`src/rtl/vcfg_pkg.sv`:
```
package vcfg_pkg;

   localparam logic [6:0] VCFG_OPCODE = 7'h57;
   localparam logic [2:0] VCFG_FUNCT3 = 3'b111;
   localparam int         TYPE_BITS   = 8;

   // packed so that bit 7..0 match immediate bit 7..0
   typedef struct packed {
      logic       vma;
      logic       vta;
      logic [2:0] vsew;
      logic [2:0] vlmul;
   } vtype_fields_t;

   typedef enum logic [1:0] {
      AVL_FROM_REG  = 2'd0,
      AVL_FROM_MAX  = 2'd1,
      AVL_FROM_KEEP = 2'd2
   } avl_src_e;

   function automatic int lmul_exp(input logic [2:0] code);
      return code[2] ? int'(code) - 8 : int'(code);
   endfunction

endpackage

```
`src/rtl/vcfg_decode.sv`:
```
module vcfg_decode
   import vcfg_pkg::*;
#(
   parameter int ELEN = 64
) (
   input  logic [31:0]   instr,
   output logic          match,
   output logic [4:0]    rd_idx,
   output logic [4:0]    rs1_idx,
   output vtype_fields_t fields,
   output logic          field_bad
);
   localparam int LOG2_ELEN = $clog2(ELEN);

   logic [10:0] zimm;
   logic        sew_bad;
   logic        lmul_bad;
   logic        resv_bad;

   assign zimm    = instr[30:20];
   assign rd_idx  = instr[11:7];
   assign rs1_idx = instr[19:15];
   assign match   = (instr[6:0] == VCFG_OPCODE) && (instr[14:12] == VCFG_FUNCT3)
                    && !instr[31];

   assign fields   = vtype_fields_t'(zimm[TYPE_BITS-1:0]);
   assign sew_bad  = fields.vsew[2] || ((int'(fields.vsew) + 3) > LOG2_ELEN);
   assign lmul_bad = (fields.vlmul == 3'd4);
   assign resv_bad = |zimm[10:TYPE_BITS];
   assign field_bad = sew_bad || lmul_bad || resv_bad;

endmodule

```
`src/rtl/vcfg_vlmax.sv`:
```
module vcfg_vlmax
   import vcfg_pkg::*;
#(
   parameter int VLEN      = 128,
   parameter bit USE_TABLE = 1'b0,
   parameter int VL_W      = $clog2(VLEN) + 1
) (
   input  logic [2:0]      vsew,
   input  logic [2:0]      vlmul,
   output logic [VL_W-1:0] vlmax,
   output logic            empty
);
   localparam int LOG2_VLEN = $clog2(VLEN);

   generate
      if (USE_TABLE) begin : g_table
         logic [VL_W-1:0] tbl [32];
         for (genvar s = 0; s < 4; s++) begin : g_sew
            for (genvar l = 0; l < 8; l++) begin : g_lmul
               localparam int E = LOG2_VLEN + ((l >= 4) ? l - 8 : l) - (s + 3);
               if (E >= 0) begin : g_ok
                  assign tbl[s*8+l] = VL_W'(1) << E;
               end else begin : g_zero
                  assign tbl[s*8+l] = '0;
               end
            end
         end
         logic unused_sew_msb;
         assign unused_sew_msb = vsew[2];
         assign vlmax = tbl[{vsew[1:0], vlmul}];
         assign empty = (vlmax == '0);
      end else begin : g_shift
         int expo;
         always_comb begin
            expo  = LOG2_VLEN + lmul_exp(vlmul) - (int'(vsew) + 3);
            empty = (expo < 0);
            vlmax = empty ? '0 : (VL_W'(1) << expo);
         end
      end
   endgenerate

endmodule

```
`src/rtl/vcfg_len_sel.sv`:
```
module vcfg_len_sel
   import vcfg_pkg::*;
#(
   parameter int XLEN = 32,
   parameter int VL_W = 8
) (
   input  logic [4:0]      rs1_idx,
   input  logic [4:0]      rd_idx,
   input  logic [XLEN-1:0] rs1_value,
   input  logic [VL_W-1:0] cur_vl,
   input  logic [VL_W-1:0] vlmax,
   output logic            keep_mode,
   output logic [VL_W-1:0] new_len
);
   avl_src_e        src;
   logic [XLEN-1:0] avl;

   always_comb begin
      if (rs1_idx != 5'd0)      src = AVL_FROM_REG;
      else if (rd_idx != 5'd0)  src = AVL_FROM_MAX;
      else                      src = AVL_FROM_KEEP;
   end

   always_comb begin
      unique case (src)
         AVL_FROM_REG:  avl = rs1_value;
         AVL_FROM_MAX:  avl = '1;
         default:       avl = XLEN'(cur_vl);
      endcase
   end

   assign keep_mode = (src == AVL_FROM_KEEP);
   assign new_len   = (avl < XLEN'(vlmax)) ? avl[VL_W-1:0] : vlmax;

endmodule

```
`src/rtl/vcfg_unit.sv`:
```
module vcfg_unit
   import vcfg_pkg::*;
#(
   parameter int XLEN      = 32,
   parameter int VLEN      = 128,
   parameter int ELEN      = 64,
   parameter bit USE_TABLE = 1'b0,
   parameter int VL_W      = $clog2(VLEN) + 1
) (
   input  logic            clk,
   input  logic            rst_n,
   input  logic            issue_valid,
   input  logic [31:0]     instr,
   input  logic [XLEN-1:0] rs1_value,
   output logic            rd_we,
   output logic [4:0]      rd_addr,
   output logic [XLEN-1:0] rd_data,
   output logic [VL_W-1:0] vl,
   output logic [XLEN-1:0] vtype
);
   generate
      if ((VLEN & (VLEN - 1)) != 0 || VLEN < 8) begin : g_bad_vlen
         $error("VLEN must be a power of two of at least 8");
      end
      if (ELEN != 32 && ELEN != 64) begin : g_bad_elen
         $error("ELEN must be 32 or 64");
      end
      if (XLEN != 32 && XLEN != 64) begin : g_bad_xlen
         $error("XLEN must be 32 or 64");
      end
      if (XLEN < VL_W) begin : g_bad_vlw
         $error("XLEN too narrow for the length register");
      end
   endgenerate

   logic            match, field_bad, new_empty, cur_empty, keep_mode;
   logic [4:0]      rd_idx, rs1_idx;
   vtype_fields_t   new_fields, fields_q;
   logic [VL_W-1:0] new_vlmax, cur_vlmax, new_len, vl_q;
   logic            vill_q;
   logic            fire, ratio_bad, illegal;

   vcfg_decode #(.ELEN(ELEN)) u_dec (
      .instr     (instr),
      .match     (match),
      .rd_idx    (rd_idx),
      .rs1_idx   (rs1_idx),
      .fields    (new_fields),
      .field_bad (field_bad)
   );

   vcfg_vlmax #(.VLEN(VLEN), .USE_TABLE(USE_TABLE), .VL_W(VL_W)) u_new_max (
      .vsew  (new_fields.vsew),
      .vlmul (new_fields.vlmul),
      .vlmax (new_vlmax),
      .empty (new_empty)
   );

   vcfg_vlmax #(.VLEN(VLEN), .USE_TABLE(USE_TABLE), .VL_W(VL_W)) u_cur_max (
      .vsew  (fields_q.vsew),
      .vlmul (fields_q.vlmul),
      .vlmax (cur_vlmax),
      .empty (cur_empty)
   );

   vcfg_len_sel #(.XLEN(XLEN), .VL_W(VL_W)) u_len (
      .rs1_idx   (rs1_idx),
      .rd_idx    (rd_idx),
      .rs1_value (rs1_value),
      .cur_vl    (vl_q),
      .vlmax     (new_vlmax),
      .keep_mode (keep_mode),
      .new_len   (new_len)
   );

   assign fire      = issue_valid && match;
   assign ratio_bad = keep_mode && (vill_q || cur_empty || (cur_vlmax != new_vlmax));
   assign illegal   = field_bad || new_empty || ratio_bad;

   always_ff @(posedge clk) begin
      if (!rst_n) begin
         vl_q     <= '0;
         vill_q   <= 1'b1;
         fields_q <= '0;
         rd_we    <= 1'b0;
         rd_addr  <= '0;
         rd_data  <= '0;
      end else begin
         rd_we <= fire && (rd_idx != 5'd0);
         if (fire) begin
            vill_q   <= illegal;
            fields_q <= illegal ? '0 : new_fields;
            vl_q     <= illegal ? '0 : new_len;
            rd_addr  <= rd_idx;
            rd_data  <= illegal ? '0 : XLEN'(new_len);
         end
      end
   end

   assign vl    = vl_q;
   assign vtype = {vill_q, {(XLEN-1-TYPE_BITS){1'b0}}, fields_q};

   p_vill_clears_r8: assert property (@(posedge clk) disable iff (!rst_n)
      vtype[XLEN-1] |-> (vl == '0 && vtype[XLEN-2:0] == '0));
   p_vl_bound_r3: assert property (@(posedge clk) disable iff (!rst_n)
      !vtype[XLEN-1] |-> (vl <= cur_vlmax));
   p_no_x0_write_r9: assert property (@(posedge clk) disable iff (!rst_n)
      rd_we |-> (rd_addr != 5'd0));
   p_write_value_r9: assert property (@(posedge clk) disable iff (!rst_n)
      rd_we |-> (rd_data == XLEN'(vl)));
   p_write_pulse_r9: assert property (@(posedge clk) disable iff (!rst_n)
      (fire && rd_idx != 5'd0) |=> rd_we);
   p_no_stray_write_r9: assert property (@(posedge clk) disable iff (!rst_n)
      !fire |=> !rd_we);
   p_quiet_r2: assert property (@(posedge clk) disable iff (!rst_n)
      !fire |=> ($stable(vl) && $stable(vtype)));
   p_keep_len_r5: assert property (@(posedge clk) disable iff (!rst_n)
      (fire && keep_mode && !illegal) |=> (vl == $past(vl)));
   p_ratio_r6: assert property (@(posedge clk) disable iff (!rst_n)
      (fire && keep_mode && (cur_vlmax != new_vlmax)) |=> vtype[XLEN-1]);
   p_field_bad_r8: assert property (@(posedge clk) disable iff (!rst_n)
      (fire && field_bad) |=> vtype[XLEN-1]);

endmodule

```
`config.mk`:
```
export PLATFORM = sky130hd
export DESIGN_NAME = vcfg_unit
export DESIGN_NICKNAME = d
export VERILOG_FILES = /design/src/rtl/vcfg_pkg.sv /design/src/rtl/vcfg_decode.sv /design/src/rtl/vcfg_vlmax.sv /design/src/rtl/vcfg_len_sel.sv /design/src/rtl/vcfg_unit.sv
export SDC_FILE = /design/constraint.sdc
export NUM_CORES = 1
export LEC_CHECK = 0
export BUFFER_PORTS_ARGS = -buffer_cell sky130_fd_sc_hd__buf_2
export CAP_MARGIN = 20
export CORE_UTILIZATION = 41
export CTS_CLUSTER_SIZE = 8
export DETAILED_ROUTE_END_ITERATION = 7
export GPL_ROUTABILITY_DRIVEN = 0
export PLACE_DENSITY = 0.84
export SKIP_CTS_REPAIR_TIMING = 1
export SLEW_MARGIN = 20
export SYNTH_ARGS = -nofsm -noshare
export SYNTH_HDL_FRONTEND = slang
export SYNTH_SLANG_ARGS = --single-unit
```
`constraint.sdc`:
```
create_clock -name clk -period 7.3 [get_ports clk]
set_input_delay 1.095 -clock clk [delete_from_list [all_inputs] [get_ports clk]]
set_output_delay 1.095 -clock clk [all_outputs]
set_load 0.05 [all_outputs]
```
[Word-level counts from Yosys, hierarchy flattened]
Cells that the tools add are included.
Storage, ports and cells
  RAM bits: 0
  bits of input ports: 67
  memory bits (read-only): 0
  output and inout port bits: 78
  memories: 0
  flip-flop bits (word level): 55
  latch bits: 0
Cells by class
  $add $sub $neg: 8
  multiply operators: 0
  muxes and demuxes: 11
  order comparisons: 4
  shifts and indexed selects: 2
  divide/modulo/power cells: 0
  reduce and logical (&&, ||, !) cells: 17
  equal/unequal tests: 6
  bitwise logic cells: 0
Operator list (count)
  $add 4x32->32 const A: 2
  $lt 32x1->1 const B: 2
  $mux 32: 2
  $pmux 32 s2: 1
  $shl 1x32->8 const A: 2
  $sub 32x32->32: 2
  $mux 8: 6
  $gt 32x4->1 const B: 1
  $lt 32x8->1: 1
  $reduce_bool 5->1: 2
  $sub 3x4->5 const B: 2
  $add 3x2->4 const B: 2
  $ne 8x8->1: 1
  $eq 7x7->1 const B: 1
  $logic_or 1x1->1: 7
  $eq 3x3->1 const B: 2
  $logic_and 1x1->1: 5
  $mux 2: 2
  $reduce_or 3->1: 1
  $eq 2x1->1 const B: 1
  $eq 2x2->1 const B: 1
  $logic_not 2->1: 1
  $logic_not 1->1: 1

[Logic depth before layout (Yosys ltp)]
  depth in word-level cells: 11
  mapped depth: 22

[Hierarchy]
A second synthesis with hierarchy kept.
Unflattened totals
  cell total of the unflattened synthesis: 340
  area, all modules: 2967.8 sq um
By module, submodules not included
  vcfg_unit: sequential area each 460.4 sq um, area each 1480.2 sq um, cells each 158, instances 1
  vcfg_len_sel: sequential area each 0.0 sq um, area each 508.0 sq um, cells each 61, instances 1
  vcfg_vlmax at u_cur_max: sequential area each 0.0 sq um, area each 384.1 sq um, cells each 46, instances 1
  vcfg_vlmax at u_new_max: sequential area each 0.0 sq um, area each 374.1 sq um, cells each 46, instances 1
  vcfg_decode: sequential area each 0.0 sq um, area each 221.5 sq um, cells each 29, instances 1

[Least setup slack after synthesis]
OpenSTA, ideal clock, no wires.
  path type: input-to-reg
  start point: input instr[23]
  end point: register rd_data[4]
  slack: 1.813 ns
  arrival: 5.370 ns
  required time: 7.183 ns
  stages: 22
  cell sequence: inv_1 > ha_1 > xor2_1 > and2_1 > nor2_1 > ha_1 > a21o_1 > a21o_1 > ha_1 > and3b_2 > a311oi_4 > nor3b_4 > nand2_2 > ha_1 > a21o_1 > a21o_1 > a21oi_1 > nand2_1 > nor2_2 > o32ai_1 > o31a_1 > a22o_1
Between the ends
  longest elaborated chain between the ends: 9
  elaborated cells on any way between the ends: 17
  classes of those cells: 2 x add/sub; 3 x order compare; 1 x eq/ne; 1 x shift; 3 x mux; 7 x reduce/logical
RTL lines
  from (decl): line vcfg_unit.sv:13  | input logic [31:0] instr,
  $add 3x2->4 (*): line vcfg_decode.sv:27, vcfg_vlmax.sv:35
  branches (longest 7 deep; another with $sub 32x32->32)
  $mux 8 (*): line vcfg_unit.sv:95  | rd_data <= illegal ? '0 : XLEN'(new_len);
  to (signal assigned): line vcfg_unit.sv:95
  to (decl): line vcfg_unit.sv:17  | output logic [XLEN-1:0] rd_data,
Every way passes the cells marked *.
A chain may end at the register's enable or synchronous reset.

[Final worst setup path]
Same ends and word-level chain as after synthesis.

==> flow_metrics.py <==
metrics = {
    "setup_path": {
        "worstPathMaxFanout": 9,
        "worstPathArrival_ps": 6100,
        "worst_setup_path_start_kind": "input port",
        "worstRegToRegCells": 16,
        "path_buf_inv": 2,
        "cpPeakStageDelay_ps": 520,
        "crit_path_top_delay_cell": "nor4_4",
        "crit_path_end_kind": "flip-flop",
        "cp.depth": 21,
        "path_delay_family": "simple AND/OR/NAND/NOR gates",
        "cp.required_ps": 7480,
        "crit_chain": "buf_2, inv_1, ha_1, xor2_1, and2_1, nor2_1, ha_1, a21o_1, a21o_1, ha_1, nor4_4, nand2_1, ha_1, a21o_1, a21o_1, a21oi_1, nand2_1, nor2_2, o32ai_1, o31a_1, a22o_1",
        "crit_type": "input port to flip-flop",
    },
    "cells_and_area": {
        "nets": 539,
        "fin_area_um2": 3270,
        "multiInputGateArea_um2": 2050,
        "drive_gt1_share_pct": 28.3,
        "antennaDiodeCount": 0,
        "seqCellArea_um2": 460,
        "syn2layout_area_growth_pct": 13.3,
        "fill_cells": 657,
    },
    "min_path": {
        "hold_depth": 1,
        "holdCritPathClass": "flip-flop to flip-flop",
    },
    "yosys": {
        "synth_most_common_cell": "buf_4",
        "netlist_area_um2": 2890,
        "synthCells": 353,
        "synth_top_area_cell": "dfxtp_1",
        "avgSynthCellArea_um2": 8.18,
        "yosys_warnings": 0,
        "synth.area.top_cells": "dfxtp_1, buf_4, ha_1",
        "yosysUniqueCellTypes": 70,
        "synth_common_cells": "buf_4, nor2_1, ha_1",
        "synth-seq-cells": 23,
        "synth_edf_count": 0,
        "synth_top_cell_area_share_pct": 15.9,
        "yosysSeqAreaShare_pct": 15.9,
        "synth_ff_type": "dfxtp_1",
        "async_reset_ff_share_pct": 0,
    },
    "global_routing": {
        "grt_max_degree": 16,
        "antenna_found_initial": 0,
        "grt_pass1_vias": 2635,
        "grt_pass1_wl_mm": 12.3,
        "grt_overflow": 0,
        "grt_usage_pct": 20.7,
    },
    "timing": {
        "period_needed_ps": 5930,
        "tightest_slew_ps": 693,
        "skew_ps": 7.75,
        "post-route-period-util_pct": 81.2,
        "slew_headroom_pct": 53.6,
        "setup_tns_ps": 0,
        "rsz0062_at_grt": "false",
        "finalSetupViolCount": 0,
        "hold_viol_final": 0,
        "slew_viol_final": 0,
        "fin_ws_ps": 1370,
        "fmax_mhz": 169,
    },
    "floorplanning": {
        "fp.dieH_um": 85.9,
        "rows": 30,
        "die_x_um": 85.9,
        "start_util_pct": 42.5,
        "io-pin-count": 145,
        "coreArea_um2": 6790,
        "die_area_um2": 7380,
    },
    "routing": {
        "vias": 2889,
        "drt-initial-drc-count": 299,
        "detail-route-antenna-nets": 0,
        "wire_per_inst_um": 14.2,
        "drt_first_pass_iters": 5,
        "via_per_inst": 5.38,
        "wirelength_mm": 7.62,
        "drcViolationCount": 0,
    },
    "placement": {
        "dp_hpwl_mm": 6.15,
        "io_buffers": 97,
        "place_area_um2": 3230,
        "pre_cts_ws_ps": 1140,
    },
    "clock_network": {
        "htree_levels": 1,
        "cts_made_buffers": 3,
        "cts_max_path_buffers": 2,
        "clkSlewWorstSetupHoldPaths_ps": 90,
        "cts_sinks": 23,
        "cts_root_buffer": "clkbuf_8",
        "clk_latency_ps": 280,
        "tritoncts": "done",
    },
    "run_status": {
        "outcome": "finished clean",
    },
    "power": {
        "leakage_uw": 0.00155,
        "peakVddDrop_mv": 0.0702,
        "power.density_nw_per_um2": 113,
    },
    "flow_run": {
        "cap_violations": 0,
    },
}
## registers in the layout (all words and copies together), names as in the netlist
signal   flops
rd_data      8
vill_q       1
rd_we        1
vtype        8
rd_addr      5
## layer usage
| metal | wire [µm] | share of wire [%] | global-route usage (%) |
|---|---|---|---|
| met1 | 3150 | 41 | 25.7 |
| met2 | 3770 | 49 | 36.4 |
| met3 | 550 | 7.2 | 3.46 |
| met4 | 150 | 2.0 | 6.52 |
| met5 | 0 | 0 | 0 |
## path summary, 6_finish.rpt
kind                         startpoint                 endpoint  slack (ps)
setup / recovery              instr[23]  rd_data[4]$_SDFFE_PN0P_        1370
hold / removal    vtype[6]$_SDFFE_PN0P_    vtype[6]$_SDFFE_PN0P_         470
setup reg to reg  vtype[3]$_SDFFE_PN0P_    vtype[7]$_SDFFE_PN0P_        3080
hold reg to reg   vtype[6]$_SDFFE_PN0P_    vtype[6]$_SDFFE_PN0P_         470
## logic make-up after synthesis
kind of cell	Yosys count	synth area share, %
AOI/OAI and AO/OA	85	24.5
DFF	23	15.9
xor gates and xnor gates	5	1.52
adders and majority gates	30	14.0
and+or+nand+nor	117	23.0
muxes	5	1.73
other	1	0.130
buffers and inverters	87	19.1
## layout by cell type, fill, tap and decap left out, drive strengths merged, types with 7 or more instances in the layout
cell type / n
ha: 26
nor4: 13
nand2: 26
nor3: 12
inv: 25
nand3: 7
conb: 47
buf: 99
dfxtp: 23
a32o: 7
o21ai: 9
nor2: 29
## cell type report
class | instances | area share (%)
flip-flops and latches | 23 | 14.1
clock buffers | 4 | 1.38
inverters | 26 | 2.98
well taps | 96 | 3.67
repair buffers | 99 | 15.3
multi-input cells | 289 | 62.6
## power breakdown
part           leakage [µW]  switching, µW  internal, µW
sequential         0.000185        0.00302           125
clock             0.0000228           46.1          39.2
combinational       0.00134            117          42.8
## metrics by stage
stage / hold slack, ps / instances / util [%] / total power, µW
6_report: 468 / 537 / 48.2 / 370
4_1_cts: 474 / 537 / 48.2 / 367
5_1_grt: 510 / 537 / 48.2 / 387
3_5_place_dp: 454 / 533 / 47.5 / 285
2_1_floorplan: 496 / 399 / - / 269
3_3_place_gp: 444 / 533 / 47.5 / 281
No activity file was read; power rests on OpenSTA's default activity.
